$ cat src/rtl/int_alu_pkg.sv
package int_alu_pkg;

  typedef enum logic [5:0] {
    OP_ADD   = 6'd0,  OP_SUB   = 6'd1,  OP_AND   = 6'd2,  OP_OR    = 6'd3,
    OP_XOR   = 6'd4,  OP_NOR   = 6'd5,  OP_ADDI  = 6'd6,  OP_SUBI  = 6'd7,
    OP_ANDI  = 6'd8,  OP_ORI   = 6'd9,  OP_XORI  = 6'd10, OP_ANDHI = 6'd11,
    OP_ORHI  = 6'd12, OP_XORHI = 6'd13, OP_CEQ   = 6'd14, OP_CNE   = 6'd15,
    OP_CLT   = 6'd16, OP_CLE   = 6'd17, OP_CGT   = 6'd18, OP_CGE   = 6'd19,
    OP_CLTU  = 6'd20, OP_CLEU  = 6'd21, OP_CGTU  = 6'd22, OP_CGEU  = 6'd23,
    OP_SLL   = 6'd24, OP_SRL   = 6'd25, OP_SRA   = 6'd26, OP_ROL   = 6'd27,
    OP_ROR   = 6'd28, OP_SLLI  = 6'd29, OP_SRLI  = 6'd30, OP_SRAI  = 6'd31,
    OP_ROLI  = 6'd32, OP_RORI  = 6'd33
  } aluOp_e;

  localparam int OP_LAST = 33;

  typedef enum logic [1:0] {
    OPB_REG, OPB_SEXT, OPB_ZEXT, OPB_HIGH
  } opbSel_e;

  typedef enum logic [2:0] {
    UNIT_NONE, UNIT_ADD, UNIT_LOGIC, UNIT_CMP, UNIT_SHIFT
  } unit_e;

  typedef enum logic [1:0] {
    LG_AND, LG_OR, LG_XOR, LG_NOR
  } logicOp_e;

  typedef enum logic [2:0] {
    CMP_EQ, CMP_NE, CMP_LT, CMP_LE, CMP_GT, CMP_GE
  } cmpKind_e;

  typedef enum logic [2:0] {
    SH_LL, SH_RL, SH_RA, SH_ROL, SH_ROR
  } shKind_e;

  typedef struct packed {
    opbSel_e  opbSel;
    unit_e    unit;
    logic     subtract;
    logicOp_e logicOp;
    cmpKind_e cmpKind;
    logic     cmpUnsigned;
    shKind_e  shKind;
    logic     amtFromImm;
  } aluStrobes_t;

endpackage

$ cat src/rtl/int_alu_ctrl.sv
module int_alu_ctrl
  import int_alu_pkg::*;
(
  input  logic [5:0]  opSel,
  output aluStrobes_t strobes
);

  always_comb begin
    strobes             = '0;
    strobes.opbSel      = OPB_REG;
    strobes.unit        = UNIT_NONE;
    strobes.logicOp     = LG_AND;
    strobes.cmpKind     = CMP_EQ;
    strobes.shKind      = SH_LL;
    case (opSel)
      OP_ADD:   strobes.unit = UNIT_ADD;
      OP_SUB:   begin strobes.unit = UNIT_ADD; strobes.subtract = 1'b1; end
      OP_ADDI:  begin strobes.unit = UNIT_ADD; strobes.opbSel = OPB_SEXT; end
      OP_SUBI:  begin
        strobes.unit = UNIT_ADD; strobes.opbSel = OPB_SEXT; strobes.subtract = 1'b1;
      end
      OP_AND:   begin strobes.unit = UNIT_LOGIC; strobes.logicOp = LG_AND; end
      OP_OR:    begin strobes.unit = UNIT_LOGIC; strobes.logicOp = LG_OR;  end
      OP_XOR:   begin strobes.unit = UNIT_LOGIC; strobes.logicOp = LG_XOR; end
      OP_NOR:   begin strobes.unit = UNIT_LOGIC; strobes.logicOp = LG_NOR; end
      OP_ANDI:  begin strobes.unit = UNIT_LOGIC; strobes.logicOp = LG_AND; strobes.opbSel = OPB_ZEXT; end
      OP_ORI:   begin strobes.unit = UNIT_LOGIC; strobes.logicOp = LG_OR;  strobes.opbSel = OPB_ZEXT; end
      OP_XORI:  begin strobes.unit = UNIT_LOGIC; strobes.logicOp = LG_XOR; strobes.opbSel = OPB_ZEXT; end
      OP_ANDHI: begin strobes.unit = UNIT_LOGIC; strobes.logicOp = LG_AND; strobes.opbSel = OPB_HIGH; end
      OP_ORHI:  begin strobes.unit = UNIT_LOGIC; strobes.logicOp = LG_OR;  strobes.opbSel = OPB_HIGH; end
      OP_XORHI: begin strobes.unit = UNIT_LOGIC; strobes.logicOp = LG_XOR; strobes.opbSel = OPB_HIGH; end
      OP_CEQ:   begin strobes.unit = UNIT_CMP; strobes.cmpKind = CMP_EQ; end
      OP_CNE:   begin strobes.unit = UNIT_CMP; strobes.cmpKind = CMP_NE; end
      OP_CLT:   begin strobes.unit = UNIT_CMP; strobes.cmpKind = CMP_LT; end
      OP_CLE:   begin strobes.unit = UNIT_CMP; strobes.cmpKind = CMP_LE; end
      OP_CGT:   begin strobes.unit = UNIT_CMP; strobes.cmpKind = CMP_GT; end
      OP_CGE:   begin strobes.unit = UNIT_CMP; strobes.cmpKind = CMP_GE; end
      OP_CLTU:  begin strobes.unit = UNIT_CMP; strobes.cmpKind = CMP_LT; strobes.cmpUnsigned = 1'b1; end
      OP_CLEU:  begin strobes.unit = UNIT_CMP; strobes.cmpKind = CMP_LE; strobes.cmpUnsigned = 1'b1; end
      OP_CGTU:  begin strobes.unit = UNIT_CMP; strobes.cmpKind = CMP_GT; strobes.cmpUnsigned = 1'b1; end
      OP_CGEU:  begin strobes.unit = UNIT_CMP; strobes.cmpKind = CMP_GE; strobes.cmpUnsigned = 1'b1; end
      OP_SLL:   begin strobes.unit = UNIT_SHIFT; strobes.shKind = SH_LL;  end
      OP_SRL:   begin strobes.unit = UNIT_SHIFT; strobes.shKind = SH_RL;  end
      OP_SRA:   begin strobes.unit = UNIT_SHIFT; strobes.shKind = SH_RA;  end
      OP_ROL:   begin strobes.unit = UNIT_SHIFT; strobes.shKind = SH_ROL; end
      OP_ROR:   begin strobes.unit = UNIT_SHIFT; strobes.shKind = SH_ROR; end
      OP_SLLI:  begin strobes.unit = UNIT_SHIFT; strobes.shKind = SH_LL;  strobes.amtFromImm = 1'b1; end
      OP_SRLI:  begin strobes.unit = UNIT_SHIFT; strobes.shKind = SH_RL;  strobes.amtFromImm = 1'b1; end
      OP_SRAI:  begin strobes.unit = UNIT_SHIFT; strobes.shKind = SH_RA;  strobes.amtFromImm = 1'b1; end
      OP_ROLI:  begin strobes.unit = UNIT_SHIFT; strobes.shKind = SH_ROL; strobes.amtFromImm = 1'b1; end
      OP_RORI:  begin strobes.unit = UNIT_SHIFT; strobes.shKind = SH_ROR; strobes.amtFromImm = 1'b1; end
      default:  strobes.unit = UNIT_NONE;
    endcase
  end

endmodule

$ cat src/rtl/int_alu_shifter.sv
module int_alu_shifter
  import int_alu_pkg::*;
#(
  parameter int XLEN = 32,
  localparam int SHW = $clog2(XLEN)
) (
  input  logic [XLEN-1:0] dataIn,
  input  logic [SHW-1:0]  amount,
  input  shKind_e         kind,
  output logic [XLEN-1:0] dataOut
);

  for (genvar g = 0; g < SHW; g++) begin : stg
    localparam int D = 1 << g;
    logic [XLEN-1:0] prev;
    logic [XLEN-1:0] next;

    if (g == 0) begin : gFirst
      assign prev = dataIn;
    end else begin : gChain
      assign prev = stg[g-1].next;
    end

    always_comb begin
      next = prev;
      if (amount[g]) begin
        case (kind)
          SH_LL:   next = {prev[XLEN-1-D:0], {D{1'b0}}};
          SH_RL:   next = {{D{1'b0}}, prev[XLEN-1:D]};
          SH_RA:   next = {{D{prev[XLEN-1]}}, prev[XLEN-1:D]};
          SH_ROL:  next = {prev[XLEN-1-D:0], prev[XLEN-1:XLEN-D]};
          SH_ROR:  next = {prev[D-1:0], prev[XLEN-1:D]};
          default: next = prev;
        endcase
      end
    end
  end

  assign dataOut = stg[SHW-1].next;

endmodule

$ cat src/rtl/int_alu_datapath.sv
module int_alu_datapath
  import int_alu_pkg::*;
#(
  parameter int XLEN = 32,
  parameter int IMMW = 16,
  localparam int SHW = $clog2(XLEN),
  localparam int PADW = XLEN - IMMW
) (
  input  aluStrobes_t     strobes,
  input  logic [XLEN-1:0] srcA,
  input  logic [XLEN-1:0] srcB,
  input  logic [IMMW-1:0] imm16,
  input  logic [SHW-1:0]  imm5,
  output logic [XLEN-1:0] result
);

  logic [XLEN-1:0] opB;
  logic [XLEN-1:0] sumOut;
  logic [XLEN-1:0] logicOut;
  logic [XLEN-1:0] cmpOut;
  logic [XLEN-1:0] shiftOut;
  logic [SHW-1:0]  shAmt;
  logic            isEq;
  logic            isLess;
  logic            cmpHit;

  always_comb begin
    case (strobes.opbSel)
      OPB_SEXT: opB = {{PADW{imm16[IMMW-1]}}, imm16};
      OPB_ZEXT: opB = {{PADW{1'b0}}, imm16};
      OPB_HIGH: opB = {imm16, {PADW{1'b0}}};
      default:  opB = srcB;
    endcase
  end

  assign sumOut = srcA + (strobes.subtract ? ~opB : opB) + XLEN'(strobes.subtract);

  always_comb begin
    case (strobes.logicOp)
      LG_AND:  logicOut = srcA & opB;
      LG_OR:   logicOut = srcA | opB;
      LG_XOR:  logicOut = srcA ^ opB;
      default: logicOut = ~(srcA | opB);
    endcase
  end

  assign isEq   = (srcA == opB);
  assign isLess = strobes.cmpUnsigned ? (srcA < opB) : ($signed(srcA) < $signed(opB));

  always_comb begin
    case (strobes.cmpKind)
      CMP_EQ:  cmpHit = isEq;
      CMP_NE:  cmpHit = !isEq;
      CMP_LT:  cmpHit = isLess;
      CMP_LE:  cmpHit = isLess || isEq;
      CMP_GT:  cmpHit = !(isLess || isEq);
      default: cmpHit = !isLess;
    endcase
  end

  assign cmpOut = {{(XLEN-1){1'b0}}, cmpHit};
  assign shAmt  = strobes.amtFromImm ? imm5 : srcB[SHW-1:0];

  int_alu_shifter #(.XLEN(XLEN)) u_shifter (
    .dataIn  (srcA),
    .amount  (shAmt),
    .kind    (strobes.shKind),
    .dataOut (shiftOut)
  );

  always_comb begin
    case (strobes.unit)
      UNIT_ADD:   result = sumOut;
      UNIT_LOGIC: result = logicOut;
      UNIT_CMP:   result = cmpOut;
      UNIT_SHIFT: result = shiftOut;
      default:    result = '0;
    endcase
  end

endmodule

$ cat src/rtl/int_alu.sv
module int_alu
  import int_alu_pkg::*;
#(
  parameter int XLEN = 32,
  parameter int IMMW = 16,
  localparam int SHW = $clog2(XLEN)
) (
  input  logic [5:0]      opSel,
  input  logic [XLEN-1:0] srcA,
  input  logic [XLEN-1:0] srcB,
  input  logic [IMMW-1:0] imm16,
  input  logic [SHW-1:0]  imm5,
  output logic [XLEN-1:0] result
);

  aluStrobes_t strobes;

  int_alu_ctrl u_ctrl (
    .opSel   (opSel),
    .strobes (strobes)
  );

  int_alu_datapath #(.XLEN(XLEN), .IMMW(IMMW)) u_datapath (
    .strobes (strobes),
    .srcA    (srcA),
    .srcB    (srcB),
    .imm16   (imm16),
    .imm5    (imm5),
    .result  (result)
  );

endmodule

$ cat config.mk
export PLATFORM = sky130hd
export DESIGN_NAME = int_alu
export DESIGN_NICKNAME = d
export VERILOG_FILES = /design/src/rtl/int_alu_pkg.sv /design/src/rtl/int_alu_ctrl.sv /design/src/rtl/int_alu_shifter.sv /design/src/rtl/int_alu_datapath.sv /design/src/rtl/int_alu.sv
export SDC_FILE = /design/constraint.sdc
export NUM_CORES = 1
export LEC_CHECK = 0
export CORE_MARGIN = 1
export CORE_UTILIZATION = 55
export DETAILED_ROUTE_END_ITERATION = 6
export PLACE_DENSITY = 0.9
export SLEW_MARGIN = 20
export SYNTH_ARGS = -nofsm -noshare
export SYNTH_HDL_FRONTEND = slang
export SYNTH_HIERARCHICAL = 1
export SYNTH_SLANG_ARGS = --single-unit
$ cat constraint.sdc
create_clock -name vclk -period 6.15
set_clock_uncertainty 0.2 [all_clocks]
set_input_delay 0.615 -clock vclk [all_inputs]
set_output_delay 0.615 -clock vclk [all_outputs]
set_load 0.01 [all_outputs]
==> results.md, run 1 <==
- The count of buffers added on input and output ports is 123.
- During I/O placement, the number of pins put on the boundary was between 100 and 150.
- The count of synthesis-stage warnings from yosys is 6.
- Once placement finished, the instance area stood at 0.0146 mm2.
- The number of library cell types mapped by synthesis is approximately 110.
- After clock tree synthesis, the flow added hold-fix buffers numbering 0.
- The number of global-route vias before repair is around 22000.
- Summing every instance area after synthesis gives approximately 0.011 mm2.
- Synthesis produced a netlist with a net count of approximately 1900.
- The synthesized instance count is 1654.
- Entering global routing, the biggest net connects 88 pins.
- The last stage reached is 5_1_grt.
- The placement row count is 50.
- The x dimension of the die is approximately 140 um.
- The flow did not finish.
- The global-route usage over all layers is between 90 and 100%.
- The initial core utilization is between 50% and 60%.
- The first error in the log reads "[ERROR GRT-0116] Global routing finished with congestion. Check the congestion regions in the DRC Viewer".
- The overall die height is between 100 and 150 um.
- The aggregate global routing overflow is between 600 and 700.
- The first global-routing pass estimated around 140000 um of wire.
- The sequential element share of the synthesized area is 0%.
- The placer's final routability congestion estimate is between 1 and 1.5.
- After synthesis, the mean cell area works out to between 6 and 7 um2.
- The detailed-placement wirelength estimate is 46400 um.
==> stage by stage <==
stage          std cells  setup slack [ns]  utilization [%]
3_5_place_dp        2277            -0.760             77.2
3_3_place_gp        2277            -0.394             77.2
2_1_floorplan       1654            0.0856                -
4_1_cts             2296           -0.0514             80.7
==> metal layers <==
metal	track usage, %	overflow
met1	86.3	40
met2	104	381
met3	82.1	60
met4	94.0	151
met5	67.2	6
==> cell usage after synthesis, types with 8 or more instances <==
| master | number | area [um2] |
|---|---|---|
| nand2_1 | 172 | 646 |
| a21oi_1 | 135 | 676 |
| o21ai_0 | 133 | 666 |
| nor2_1 | 127 | 477 |
| ha_1 | 113 | 1410 |
| inv_1 | 94 | 353 |
| clkbuf_1 | 78 | 293 |
| mux2i_1 | 47 | 470 |
| nor3_1 | 46 | 230 |
| xnor2_1 | 46 | 403 |
| nand3_1 | 34 | 170 |
| a22oi_1 | 31 | 233 |
| a31oi_1 | 28 | 175 |
| nor2b_1 | 28 | 175 |
| o22ai_1 | 26 | 163 |
| a21o_1 | 25 | 188 |
| buf_2 | 24 | 120 |
| a211oi_1 | 23 | 173 |
| a221oi_1 | 22 | 193 |
| nand2b_1 | 21 | 131 |
| o211ai_1 | 21 | 158 |
| o221ai_1 | 19 | 166 |
| and3_1 | 17 | 106 |
| o21ai_1 | 16 | 80.1 |
| and2_1 | 15 | 93.8 |
| mux2_2 | 14 | 158 |
| o31ai_1 | 14 | 105 |
| a21boi_0 | 12 | 90.1 |
| o21bai_1 | 12 | 90.1 |
| xor2_1 | 12 | 105 |
| a221o_1 | 11 | 110 |
| or3_1 | 11 | 68.8 |
| a211o_1 | 10 | 87.6 |
| buf_1 | 10 | 37.5 |
| nor3b_1 | 9 | 67.6 |
| o2111ai_1 | 9 | 78.8 |
| o2bb2ai_1 | 9 | 78.8 |
| a2111oi_0 | 8 | 70.1 |
| nand3b_1 | 8 | 60.1 |
==> what timing repair did <==
item,4_1_cts
endpoints found under the setup margin,32
resized for setup,144
endpoints found under the hold margin,0
pin swaps,23
buffers inserted,19
==> cells by family after synthesis <==
group | share of synthesized area (%)
multiplexers | 6.23
XOR/XNOR | 4.88
AND/OR/NAND/NOR | 23.9
AO/OA/AOI/OAI | 42.7
buffers and inverters | 8.78
adder cells (fa/ha/maj) | 13.4
==> run 2: changes to the inputs <==
Settings changed: CORE_UTILIZATION 55 to 40, PLACE_DENSITY 0.9 to unset, PLACE_DENSITY_LB_ADDON set to 0.15.
Clock period 6.15 ns to 8 ns, I/O delays scaled along.
==> run 2 against run 1 <==
The flow now finishes, with violations (DRC). Area after synthesis did not move. Synthesized cell count unchanged.
==> results.md, run 2 <==
- Walking the worst path, the cells encountered are clkdlybuf4s50_1 > buf_4 > nor3_2 > buf_4 > inv_2 > a21boi_0 > o21ai_0 > xnor2_1 > inv_1 > fa_1 > nor2b_1 > o21a_1 > o21ai_1 > and3b_1 > o41ai_2 > a221oi_1 > o2111ai_1 > xnor2_1 > o21ai_0 > clkdlybuf4s50_1.
- After detailed routing, the number of remaining DRC violations is 2.
- The worst hold-check slack is 2.86 ns.
- The repair_antennas step left the layout with diodes totalling 0.
- The number of nets with antenna violations after routing is 0.
- The cell type with the highest aggregate area in the netlist is ha_1.
- The detailed-placement wirelength estimate is 44000 um.
- Of the available clock period, the critical path in the final layout requires between 90% and 100%.
- The number of endpoints failing setup at the final stage is 0.
- There are 0 flip-flops and latches.
- The flow ran to the end, but the final reports show violations.
- Excluding fillers, the count of instances in the completed layout stands at between 2000 and 2500.
- The count of boundary I/O pins is 123.
- The post-route minimum period is 7.77 ns.
- The startpoint type of the worst setup path is an input pin.
- The iteration count of the initial detailed-routing pass is 7.
- The number of antenna violations at the first check in global routing is 1.
- The number of hold-slack violations in the final timing report is 0.
- The fraction of synthesized cell area taken by the top area cell type is a little over an eighth.
- Entering global routing, the biggest net connects 61 pins.
- The worst-path cell with the longest stage delay is o41ai_2.
- The most repeated cell in the gate-level netlist after synthesis is nand2_1.
- Relative to the synthesized area, the layout overhead comes to 17.8%.
- The count of synthesis-stage warnings from yosys is 6.
- In this design, the stage delay of the slowest critical-path cell is 0.69 ns.
- By area the synthesized netlist is led by ha_1, a21oi_1, o21ai_0.
- The mean number of vias per cell is between 6 and 7.
- The per-instance average area after synthesis is 6.49 um2.
- For the worst setup path, the data required time is 7.00 ns.
- The global-route usage over all layers is around two fifths.
- Once placement completed, the tool counted placed cells totaling between 2000 and 2500.
- After layout, the clock buffer instance count stands at 0.
- The fraction of final layout cells with drive strength greater than 1 is under 10%.
- The starting DRC count in detailed routing is 1888.
- The die covers around 0.028 mm2.
- Sequential elements use 0% of the synthesized area.
- The total of max-cap violations is 0.
- The number of hold buffers added after CTS is 0.
- The headroom to the max-slew limit is 23.3%.
- After the last flow step, the layout net total stands at just under 2000.
- The path class of the lowest-slack min-delay path is input pin to primary output.
- The via count is about 14000.
- The number of library cell types mapped by synthesis is roughly 110.
- The actual transition at the worst max-transition pin is between 1 and 1.5 ns.
- The largest voltage drop on the vdd net is about 0.000045 V.
- The initial core utilization is about two fifths.
- Setup total negative slack on the finished layout was measured at 0 ns.
- The category of the worst setup path capture point is a primary output.
- The critical path in this run is classified as input pin to primary output.
- The netlist area before placement is ~0.011 mm2.
- The number of nets in the synthesized netlist is ~1900.
- Setup repair after global routing left no endpoint under its margin.
- The floorplan step set the die height to about 170 um.
- Synthesis produced a netlist whose cell count is between 1500 and 2000.
- The register area is 0 um2.
- At the end of routability-driven placement, the weighted congestion stood at ~1.1.
- The total count of max-transition violations in the final report is 0.
- Static timing analysis puts the maximum clock frequency at around 130 MHz.
- Data on the critical path arrives at its endpoint at a little under 7 ns.
- The x dimension of the die is roughly 170 um.
- Leaving out fill and tap cells, the most frequent cells in the layout are nand2_1, a21oi_1, o21ai_0, nor2_1, clkdlybuf4s50_1.
- The power density over the cells is about 94 mW/mm2.
- Row generation in the floorplan step produced 59 rows.
- The analysis attributes to cell leakage a power of roughly 5.2 nW.
- The post-cts repair resize count is 0.
- The routed design has about 55000 um of wire.
- The placeable core area is ~0.026 mm2.
- The count of buffers added by post-CTS timing repair for setup is 0.
- The number of global-route vias before repair is between 10000 and 15000.
- The highest net fanout along the worst path is 22.
- Ranked by instance count, the synthesized netlist is headed by nand2_1, a21oi_1, o21ai_0.
- The count of buffers added on input and output ports is about 120.
- The total overflow left after global routing is 0.
- The first-pass GRT wire length is around 80000 um.
- The checks that failed: DRC.
- Leaving out fill and tap cells, the most frequent cell in the layout is nand2_1.
- The number of instances on the worst hold path is 5.
- The average wire per cell in the routed design is between 20 and 30 um.
[run 2: metrics by stage]
| stage | total power [mW] | worst slack, ns | instance area, um2 | util [%] |
|---|---|---|---|---|
| after global placement | 1.14 | 0.545 | 12600 | 48.2 |
| after CTS | 1.14 | 0.464 | 12600 | 48.2 |
| after global routing | 1.25 | 0.0320 | 12600 | 48.3 |
| after detailed placement | 1.14 | 0.501 | 12600 | 48.2 |
| after floorplan | 0.700 | 1.57 | 10700 | - |
| final | 1.19 | 0.234 | 12600 | 48.3 |
[run 2: worst paths after layout]
path / slack [ns] / end / start
worst min-delay path: 2.86 / result[0] / opSel[5]
worst max-delay path: 0.23 / result[26] / opSel[4]
[run 2: final cells by class]
class,instances,area (um2)
timing repair buffer,225,2000
inverter,98,368
fill,2712,13600
multi-input combinational,1431,9860
tap,335,419
[run 2: cell families after synthesis]
| group | synth area share (%) |
|---|---|
| buffers and inverters | 8.78 |
| AND/OR/NAND/NOR | 23.9 |
| XOR/XNOR | 4.88 |
| multiplexers | 6.23 |
| AO/OA/AOI/OAI | 42.7 |
| adder cells (fa/ha/maj) | 13.4 |
[run 2: worst max-delay path, delay by kind of cell]
| family | cells | cell delay, ns |
|---|---|---|
| adders and majority gates | 1 | 0.41 |
| AOI/OAI and AO/OA | 8 | 2.41 |
| xor gates and xnor gates | 2 | 0.35 |
| buffers and inverters | 6 | 2.06 |
| and+or+nand+nor | 3 | 0.71 |
[run 2: layer usage]
metal / global-route usage, % / vias to the layer above / wire (um)
met5: 0 / - / 11
met2: 62.2 / 883 / 24300
met4: 20.4 / 2 / 3380
li1: - / 6426 / -
met3: 5.98 / 159 / 5180
met1: 49.1 / 6715 / 22500
[run 2: where the power goes]
group / switching [mW] / internal (mW) / total, mW / leakage, nW
registers: 0 / 0 / 0 / 0
logic: 0.733 / 0.452 / 1.19 / 5.19
clock network: 0 / 0 / 0 / 0
No activity file was read; power rests on OpenSTA's default activity.
